File: config.mk
export PLATFORM = sky130hd
export DESIGN_NAME = ledpat_gen
export DESIGN_NICKNAME = d
export VERILOG_FILES = /design/src/rtl/ledpat_pkg.sv /design/src/rtl/ledpat_half_timer.sv /design/src/rtl/ledpat_err_window.sv /design/src/rtl/ledpat_gen.sv
export SDC_FILE = /design/constraint.sdc
export NUM_CORES = 1
export LEC_CHECK = 0
export BUFFER_PORTS_ARGS = -buffer_cell sky130_fd_sc_hd__buf_2
export CORE_ASPECT_RATIO = 1.1
export CORE_MARGIN = 5
export CORE_UTILIZATION = 35
export CTS_CLUSTER_SIZE = 8
export DETAILED_ROUTE_END_ITERATION = 10
export PLACE_DENSITY_LB_ADDON = 0.08
export SYNTH_ARGS = -nofsm -noshare
export SYNTH_HDL_FRONTEND = slang
export SYNTH_SLANG_ARGS = --single-unit
File: constraint.sdc
create_clock -name clk -period 4.6 [get_ports clk]
set_input_delay 0.23 -clock clk [delete_from_list [all_inputs] [get_ports clk]]
set_output_delay 0.23 -clock clk [all_outputs]
set_load 0.02 [all_outputs]
File: src/rtl/ledpat_pkg.sv
package ledpat_pkg;
   typedef enum logic [1:0] {
      PS_IDLE  = 2'b00,
      PS_HUNT  = 2'b01,
      PS_FEED  = 2'b10,
      PS_FAULT = 2'b11
   } port_mode_t;

   localparam int NUM_BLINKERS = 2;

   function automatic int cnt_width(input int limit);
      return (limit < 2) ? 1 : $clog2(limit + 1);
   endfunction
endpackage

File: src/rtl/ledpat_half_timer.sv
module ledpat_half_timer #(
   parameter int HALF = 333
) (
   input  logic clk,
   input  logic rst_n,
   input  logic en,
   input  logic tick,
   input  logic restart,
   output logic phase
);
   localparam int CW = ledpat_pkg::cnt_width(HALF);

   if (HALF < 1) begin : g_bad_half
      $error("ledpat_half_timer: HALF must be at least 1");
   end

   logic [CW-1:0] cnt_q;
   logic          phase_q;

   always_ff @(posedge clk) begin
      if (!rst_n || restart) begin
         cnt_q   <= '0;
         phase_q <= 1'b1;
      end else if (en && tick) begin
         if (cnt_q == CW'(HALF - 1)) begin
            cnt_q   <= '0;
            phase_q <= ~phase_q;
         end else begin
            cnt_q <= cnt_q + 1'b1;
         end
      end
   end

   assign phase = phase_q;
endmodule

File: src/rtl/ledpat_err_window.sv
module ledpat_err_window #(
   parameter int WIN = 2000
) (
   input  logic clk,
   input  logic rst_n,
   input  logic en,
   input  logic tick,
   input  logic restart,
   output logic active,
   output logic done
);
   localparam int CW = ledpat_pkg::cnt_width(WIN);

   if (WIN < 1) begin : g_bad_win
      $error("ledpat_err_window: WIN must be at least 1");
   end

   logic [CW-1:0] cnt_q;
   logic          expired_q;
   logic          done_q;

   always_ff @(posedge clk) begin
      if (!rst_n || restart) begin
         cnt_q     <= '0;
         expired_q <= 1'b0;
         done_q    <= 1'b0;
      end else begin
         done_q <= 1'b0;
         if (en && tick && !expired_q) begin
            if (cnt_q == CW'(WIN - 1)) begin
               expired_q <= 1'b1;
               done_q    <= 1'b1;
            end else begin
               cnt_q <= cnt_q + 1'b1;
            end
         end
      end
   end

   assign active = ~expired_q;
   assign done   = done_q;
endmodule

File: src/rtl/ledpat_gen.sv
module ledpat_gen #(
   parameter int SLOW_HALF_MS  = 333,
   parameter int FAST_HALF_MS  = 50,
   parameter int ERR_WINDOW_MS = 2000
) (
   input  logic       clk,
   input  logic       rst_n,
   input  logic       tick,
   input  logic       restart,
   input  logic [1:0] port_state,
   output logic       led_on,
   output logic       err_done
);
   import ledpat_pkg::*;

   if (FAST_HALF_MS > ERR_WINDOW_MS) begin : g_bad_ratio
      $error("ledpat_gen: fast half-period longer than the fault window");
   end

   port_mode_t mode;
   logic [NUM_BLINKERS-1:0] phase;
   logic                    win_active;
   logic                    run_q;

   assign mode = port_mode_t'(port_state);

   for (genvar g = 0; g < NUM_BLINKERS; g++) begin : g_blink
      localparam int         HALF = (g == 0) ? SLOW_HALF_MS : FAST_HALF_MS;
      localparam port_mode_t OWN  = (g == 0) ? PS_HUNT : PS_FAULT;
      ledpat_half_timer #(.HALF(HALF)) u_half (
         .clk     (clk),
         .rst_n   (rst_n),
         .en      (mode == OWN),
         .tick    (tick),
         .restart (restart),
         .phase   (phase[g])
      );
   end

   ledpat_err_window #(.WIN(ERR_WINDOW_MS)) u_win (
      .clk     (clk),
      .rst_n   (rst_n),
      .en      (mode == PS_FAULT),
      .tick    (tick),
      .restart (restart),
      .active  (win_active),
      .done    (err_done)
   );

   always_ff @(posedge clk) begin
      if (!rst_n) run_q <= 1'b0;
      else        run_q <= 1'b1;
   end

   always_comb begin
      unique case (mode)
         PS_HUNT:  led_on = run_q & phase[0];
         PS_FEED:  led_on = run_q;
         PS_FAULT: led_on = run_q & win_active & phase[1];
         default:  led_on = 1'b0;
      endcase
   end
endmodule

==> results.json, run 1 <==
{
  "clkTransAtPathRegs_ns": 0.07,
  "cts_root_buffer": "clkbuf_8",
  "setup_tns_ns": 0,
  "vias": 1143,
  "antenna_found_initial": 0,
  "cp_cell_sequence": "nand4b_1 > a31oi_1 > mux2i_1 > nor2_1",
  "nNetsFinal": 185,
  "grt_max_degree": 14,
  "path_buf_inv": 0,
  "clk_latency_ns": 0.28,
  "drtAntennaViolNets": 0,
  "die_w_um": 70.7,
  "yosys-top-cells-area": "dfxtp_1 44%, xnor2_1 9.3%, nor2_1 7.4%, ha_1 4.4%, xor2_1 4.3%",
  "rows": 24,
  "post_drt_wl_per_cell_um": 12.2,
  "fin_cells": 227,
  "powerDensity_mw_per_mm2": 350,
  "power_uw": 568,
  "path_delay_family": "simple AND/OR/NAND/NOR gates",
  "antenna_cells": 0,
  "first_global_vias": 1084,
  "hold_class": "input port to flop",
  "seq_area_frac_synth": 0.437,
  "synth-edff-count": 0,
  "syn_area_per_cell_um2": 8.66,
  "synth-seq-cells": 31,
  "htreeDepth": 2,
  "run_status": "completed",
  "grt.overflow.total": 0,
  "initial_core_util": 0.361,
  "synth_cells": 164,
  "core_area_mm2": 0.00393,
  "clockBufferDepth": 2,
  "worst_path_max_delay_cell": "nand4b_1",
  "slew_headroom": 0.651,
  "synth_top_area_cell": "dfxtp_1",
  "postCtsSetupRepairBufs": 0,
  "synth_top_area_frac": 0.437,
  "yosysUniqueCellTypes": 31,
  "viasPerCell": 5.04,
  "r2r_cells": 4,
  "hold_violations": 0,
  "ir_worst_vdd_mv": 0.154,
  "area_growth_pct": 14.3,
  "cp.depth": 4,
  "cts.repair.resized": 0,
  "ys.flop_type": "dfxtp_1",
  "critPathKind": "flop to flop",
  "async_flop_share": 0,
  "cp.required_ns": 4.75,
  "cts.sinks": 31,
  "routed_wl_mm": 2.77,
  "drt_iter0_markers": 86,
  "finalCritPeriodShare": 0.374,
  "start_kind": "flop",
  "cp_data_arrival_time_ns": 1.88,
  "drv_slew": 0,
  "path_max_fanout": 12,
  "fillers": 412,
  "numCtsBuffers": 5,
  "hold_slack_ns": 0.0719,
  "r2r_slack_ns": 2.88,
  "period_needed_ns": 1.72,
  "fp.dieH_um": 76.8,
  "clock_skew_ns": 0.00427,
  "cts_tree": "yes",
  "timing.max_cap.violations": 0,
  "gp_congestion": 0.896,
  "drt_first_pass_iters": 4,
  "setup_viol": 0,
  "syn-num-nets": 175,
  "place_inst": 219,
  "cpPeakStageDelay_ns": 0.51,
  "cp-end-kind": "flop",
  "grt_pass1_wl_mm": 4.77,
  "p_leak_uw": 0.000546,
  "drive_gt1_frac": 0.0971,
  "synthTopCellsByCount": "31 x dfxtp_1, 28 x nor2_1, 15 x xnor2_1, 13 x nand2_1, 10 x nor3_1",
  "rsz0062_at_grt": "false",
  "grt.total_usage": 0.109,
  "hold_buffers": 0,
  "syn-cell-area_mm2": 0.00142,
  "drc": 0,
  "holdPathStages": 1,
  "synth_warnings": 0,
  "clock.fmax_ghz": 0.581,
  "pin_count": 8,
  "numPortBuffers": 7,
  "yosysMostFrequentCell": "dfxtp_1",
  "dp_hpwl_mm": 1.98,
  "worst_pin_slew_ns": 0.521,
  "fp.dieArea_mm2": 0.00543
}
-- final timing paths --
check	from	endpoint
setup reg to reg	u_win.expired_q	u_win.cnt_q[1]
setup / recovery	u_win.expired_q	u_win.cnt_q[1]
hold reg to reg	g_blink[1].u_half.cnt_q[5]	g_blink[1].u_half.cnt_q[5]
hold / removal	rst_n	run_q
-- layout make-up --
class | instances | area [um^2] | area share
tap | 52 | 65.1 | 0.0401
clock inverter | 2 | 35.0 | 0.0216
clock buffer | 6 | 82.6 | 0.0509
multi-input combinational | 122 | 758 | 0.467
inverter | 7 | 26.3 | 0.0162
timing repair buffer | 7 | 35.0 | 0.0216
sequential | 31 | 621 | 0.382
-- placed cells by master, fill, tap and decap left out, types with 2 or more instances in the layout --
cell type	instances
nor3_1	10
nand3_1	3
clkbuf_8	6
xor2_1	7
and3_1	4
nand2_1	13
ha_1	5
a21oi_1	4
dfxtp_1	31
inv_1	7
nor4_1	5
buf_2	7
nand4_1	8
a211oi_1	2
nor2_1	28
nor2b_1	3
nand4b_1	2
xnor2_1	15
-- flip-flops by register name, summed over array words and instances, names as in the netlist --
name	cells
u_win.cnt_q	11
g_blink.u_half.phase	2
u_win.expired_q	1
u_win.done	1
run_q	1
g_blink.u_half.cnt_q	15
-- logic make-up after synthesis --
group | Yosys count | synth area share
AOI/OAI and AO/OA | 10 | 0.0441
and+or+nand+nor | 84 | 0.303
adders and majority gates | 5 | 0.0441
DFF | 31 | 0.437
buffers and inverters | 11 | 0.0291
muxes | 1 | 0.00705
xor gates and xnor gates | 22 | 0.136
-- where the power goes --
part	switching [uW]	internal, uW
Combinational	12.3	6.17
Clock	103	175
Sequential	1.22	270
-- routing by layer --
metal / track usage / wire [um]
met1: 0.135 / 1320
met2: 0.172 / 1260
met3: 0.0418 / 152
met4: 0.0395 / 42
met5: 0 / 0
-- metrics by stage --
step	worst slack, ns	util	cell area, um^2
after detailed placement	2.88	0.383	1510
final	2.88	0.413	1620
after global routing	2.74	0.413	1620
after global placement	2.91	0.383	1510
after floorplan	3.04	-	1420
after CTS	2.87	0.413	1620
Power figures use the tool's default switching activity.
==> run 2, diff against run 1 <==
==> constraint.sdc (replaced) <==
create_clock -name clk -period 1.79 [get_ports clk]
set_input_delay 0.0895 -clock clk [delete_from_list [all_inputs] [get_ports clk]]
set_output_delay 0.0895 -clock clk [all_outputs]
set_load 0.02 [all_outputs]
==> results.json, run 2 (synthesis results as in run 1) <==
{
  "run_status": "completed",
  "clock.fmax_ghz": 0.606,
  "die_w_um": 70.7,
  "rows": 24,
  "gp_congestion": 0.760,
  "r2r-start": "g_blink[0].u_half.cnt_q[4]",
  "grt_max_degree": 14,
  "clk_latency_ns": 0.28,
  "clkTransAtPathRegs_ns": 0.06,
  "r2r_slack_ns": 0.14,
  "cp.required_ns": 1.96,
  "hold_slack_ns": 0.150,
  "worstHoldStart": "restart",
  "grt.overflow.total": 0,
  "htreeDepth": 2,
  "pin_count": 8,
  "drc": 0,
  "numPortBuffers": 7,
  "met2_usage": 0.156,
  "hold_path_end": "g_blink[1].u_half.phase",
  "dp_hpwl_mm": 1.94,
  "cpPeakStageDelay_ns": 0.52,
  "slew_headroom": 0.669,
  "worst_path_max_delay_cell": "or4b_1",
  "cts.sinks": 31,
  "cts_root_buffer": "clkbuf_8",
  "cp_data_arrival_time_ns": 1.82,
  "initial_core_util": 0.361,
  "top_register": "g_blink.u_half.cnt_q",
  "period_needed_ns": 1.65,
  "clockBufferDepth": 2,
  "vias": 1117,
  "largest_reg_flops": 15,
  "p_clk_frac": 0.446,
  "start_kind": "flop",
  "cp-end-kind": "flop",
  "drv_slew": 0,
  "postCtsSetupRepairBufs": 0,
  "cts_tree": "yes",
  "clock_skew_ns": 0.00172,
  "timing.max_cap.violations": 0,
  "hold_violations": 0,
  "final_common_cell": "dfxtp_1",
  "seq_area_um2": 621,
  "multi_input_area_um2": 758,
  "drive_gt1_frac": 0.106,
  "post_drt_wl_per_cell_um": 11.5,
  "gr-usage-met1": 0.134,
  "most-common-layout-cells": "31 x dfxtp_1, 28 x nor2_1, 15 x xnor2_1",
  "p_sw_uw": 286,
  "powerDensity_mw_per_mm2": 824,
  "area_growth_pct": 15.3,
  "fp.dieArea_mm2": 0.00543,
  "p_leak_uw": 0.000554,
  "rsz0062_at_grt": "false",
  "grt.total_usage": 0.107,
  "worst_pin_slew_ns": 0.497,
  "antenna_found_initial": 0,
  "holdPathStages": 4,
  "routed_wl_mm": 2.65,
  "fillers": 416,
  "cts.repair.resized": 0,
  "antenna_cells": 0,
  "drt_first_pass_iters": 4,
  "hold_class": "input port to flop",
  "critPathKind": "flop to flop",
  "fp.dieH_um": 76.8,
  "path_max_fanout": 8,
  "grt_pass1_wl_mm": 4.65,
  "core_area_mm2": 0.00393,
  "drtAntennaViolNets": 0,
  "drt_iter0_markers": 50,
  "ir_worst_vdd_mv": 0.461,
  "finalCritPeriodShare": 0.921,
  "p_int_uw": 1060,
  "swShare": 0.212,
  "grt.busiest_layer": "met2",
  "r2r-end": "g_blink[0].u_half.cnt_q[2]",
  "p_comb_frac": 0.039,
  "setup_viol": 0,
  "numCtsBuffers": 5,
  "nNetsFinal": 189,
  "viasPerCell": 4.84,
  "setup_tns_ns": 0,
  "grtUsageMet3": 0.0353,
  "r2r_cells": 4,
  "cp_cell_sequence": "or4b_1 > or4_4 > nand2_2 > nor2_1",
  "seqPwrFrac": 0.516,
  "first_global_vias": 1106
}
## run 2: cell types whose count changed in the layout (fill, tap and decap cells not counted)
cell | previous run | this run
dlygate4sd3_1 | 0 | 1
clkbuf_1 | 0 | 1
bufinv_16 | 1 | 0
buf_4 | 0 | 3
clkinv_2 | 1 | 0
clkbuf_8 | 6 | 7
## run 2: how the worst max path moves through the flow
stage / start / to
finish: g_blink[0].u_half.cnt_q[4] / g_blink[0].u_half.cnt_q[2]
floorplan: g_blink[0].u_half.cnt_q[4] / g_blink[0].u_half.phase
global route: g_blink[0].u_half.cnt_q[4] / g_blink[0].u_half.cnt_q[5]
global placement: g_blink[0].u_half.cnt_q[4] / g_blink[0].u_half.cnt_q[2]
detailed placement: g_blink[0].u_half.cnt_q[4] / g_blink[0].u_half.cnt_q[6]
CTS: g_blink[0].u_half.cnt_q[4] / g_blink[0].u_half.cnt_q[6]
## run 2: what timing repair did
| action | in CTS | in global routing |
|---|---|---|
| endpoints found under the hold margin | 1 | 0 |
| hold buffers | 1 | 0 |
| setup endpoints to repair | 0 | 0 |
## run 2: area by class of cell
type | instances | share of cell area
multi-input combinational | 122 | 0.463
sequential | 31 | 0.379
clock buffer | 8 | 0.0611
timing repair buffer | 11 | 0.0413
tap | 52 | 0.0397
inverter | 7 | 0.0160
## run 2: power groups by stage
| stage | Sequential (uW) | Clock [uW] | Combinational [uW] |
|---|---|---|---|
| global placement | 712 | 0 | 51.2 |
| finish | 696 | 601 | 52.0 |
| detailed placement | 712 | 0 | 51.3 |
| CTS | 696 | 627 | 53.3 |
| global route | 696 | 655 | 59.7 |
| floorplan | 711 | 0 | 31.4 |
## run 2: metal layers
metal  wire length (um)  vias to the layer above
met4                 47                        0
li1                   -                      590
met3                114                        6
met1               1330                      504
met2               1160                       17
met5                  0                        -
## run 2: through the flow
step	power [uW]	setup WS [ns]	std cells	cell area (um^2)	util
after detailed placement	763	0.152	222	1530	0.388
after global placement	763	0.158	222	1530	0.388
after global routing	1410	0.0596	231	1640	0.416
after CTS	1380	0.137	231	1640	0.416
final	1350	0.141	231	1640	0.416
after floorplan	742	0.226	164	1420	-
## run 2: critical path: cells and delay by family, from the launching register on
| kind | cells | cell delay, ns |
|---|---|---|
| flip-flops | 1 | 0.34 |
| AND/OR/NAND/NOR | 4 | 1.21 |
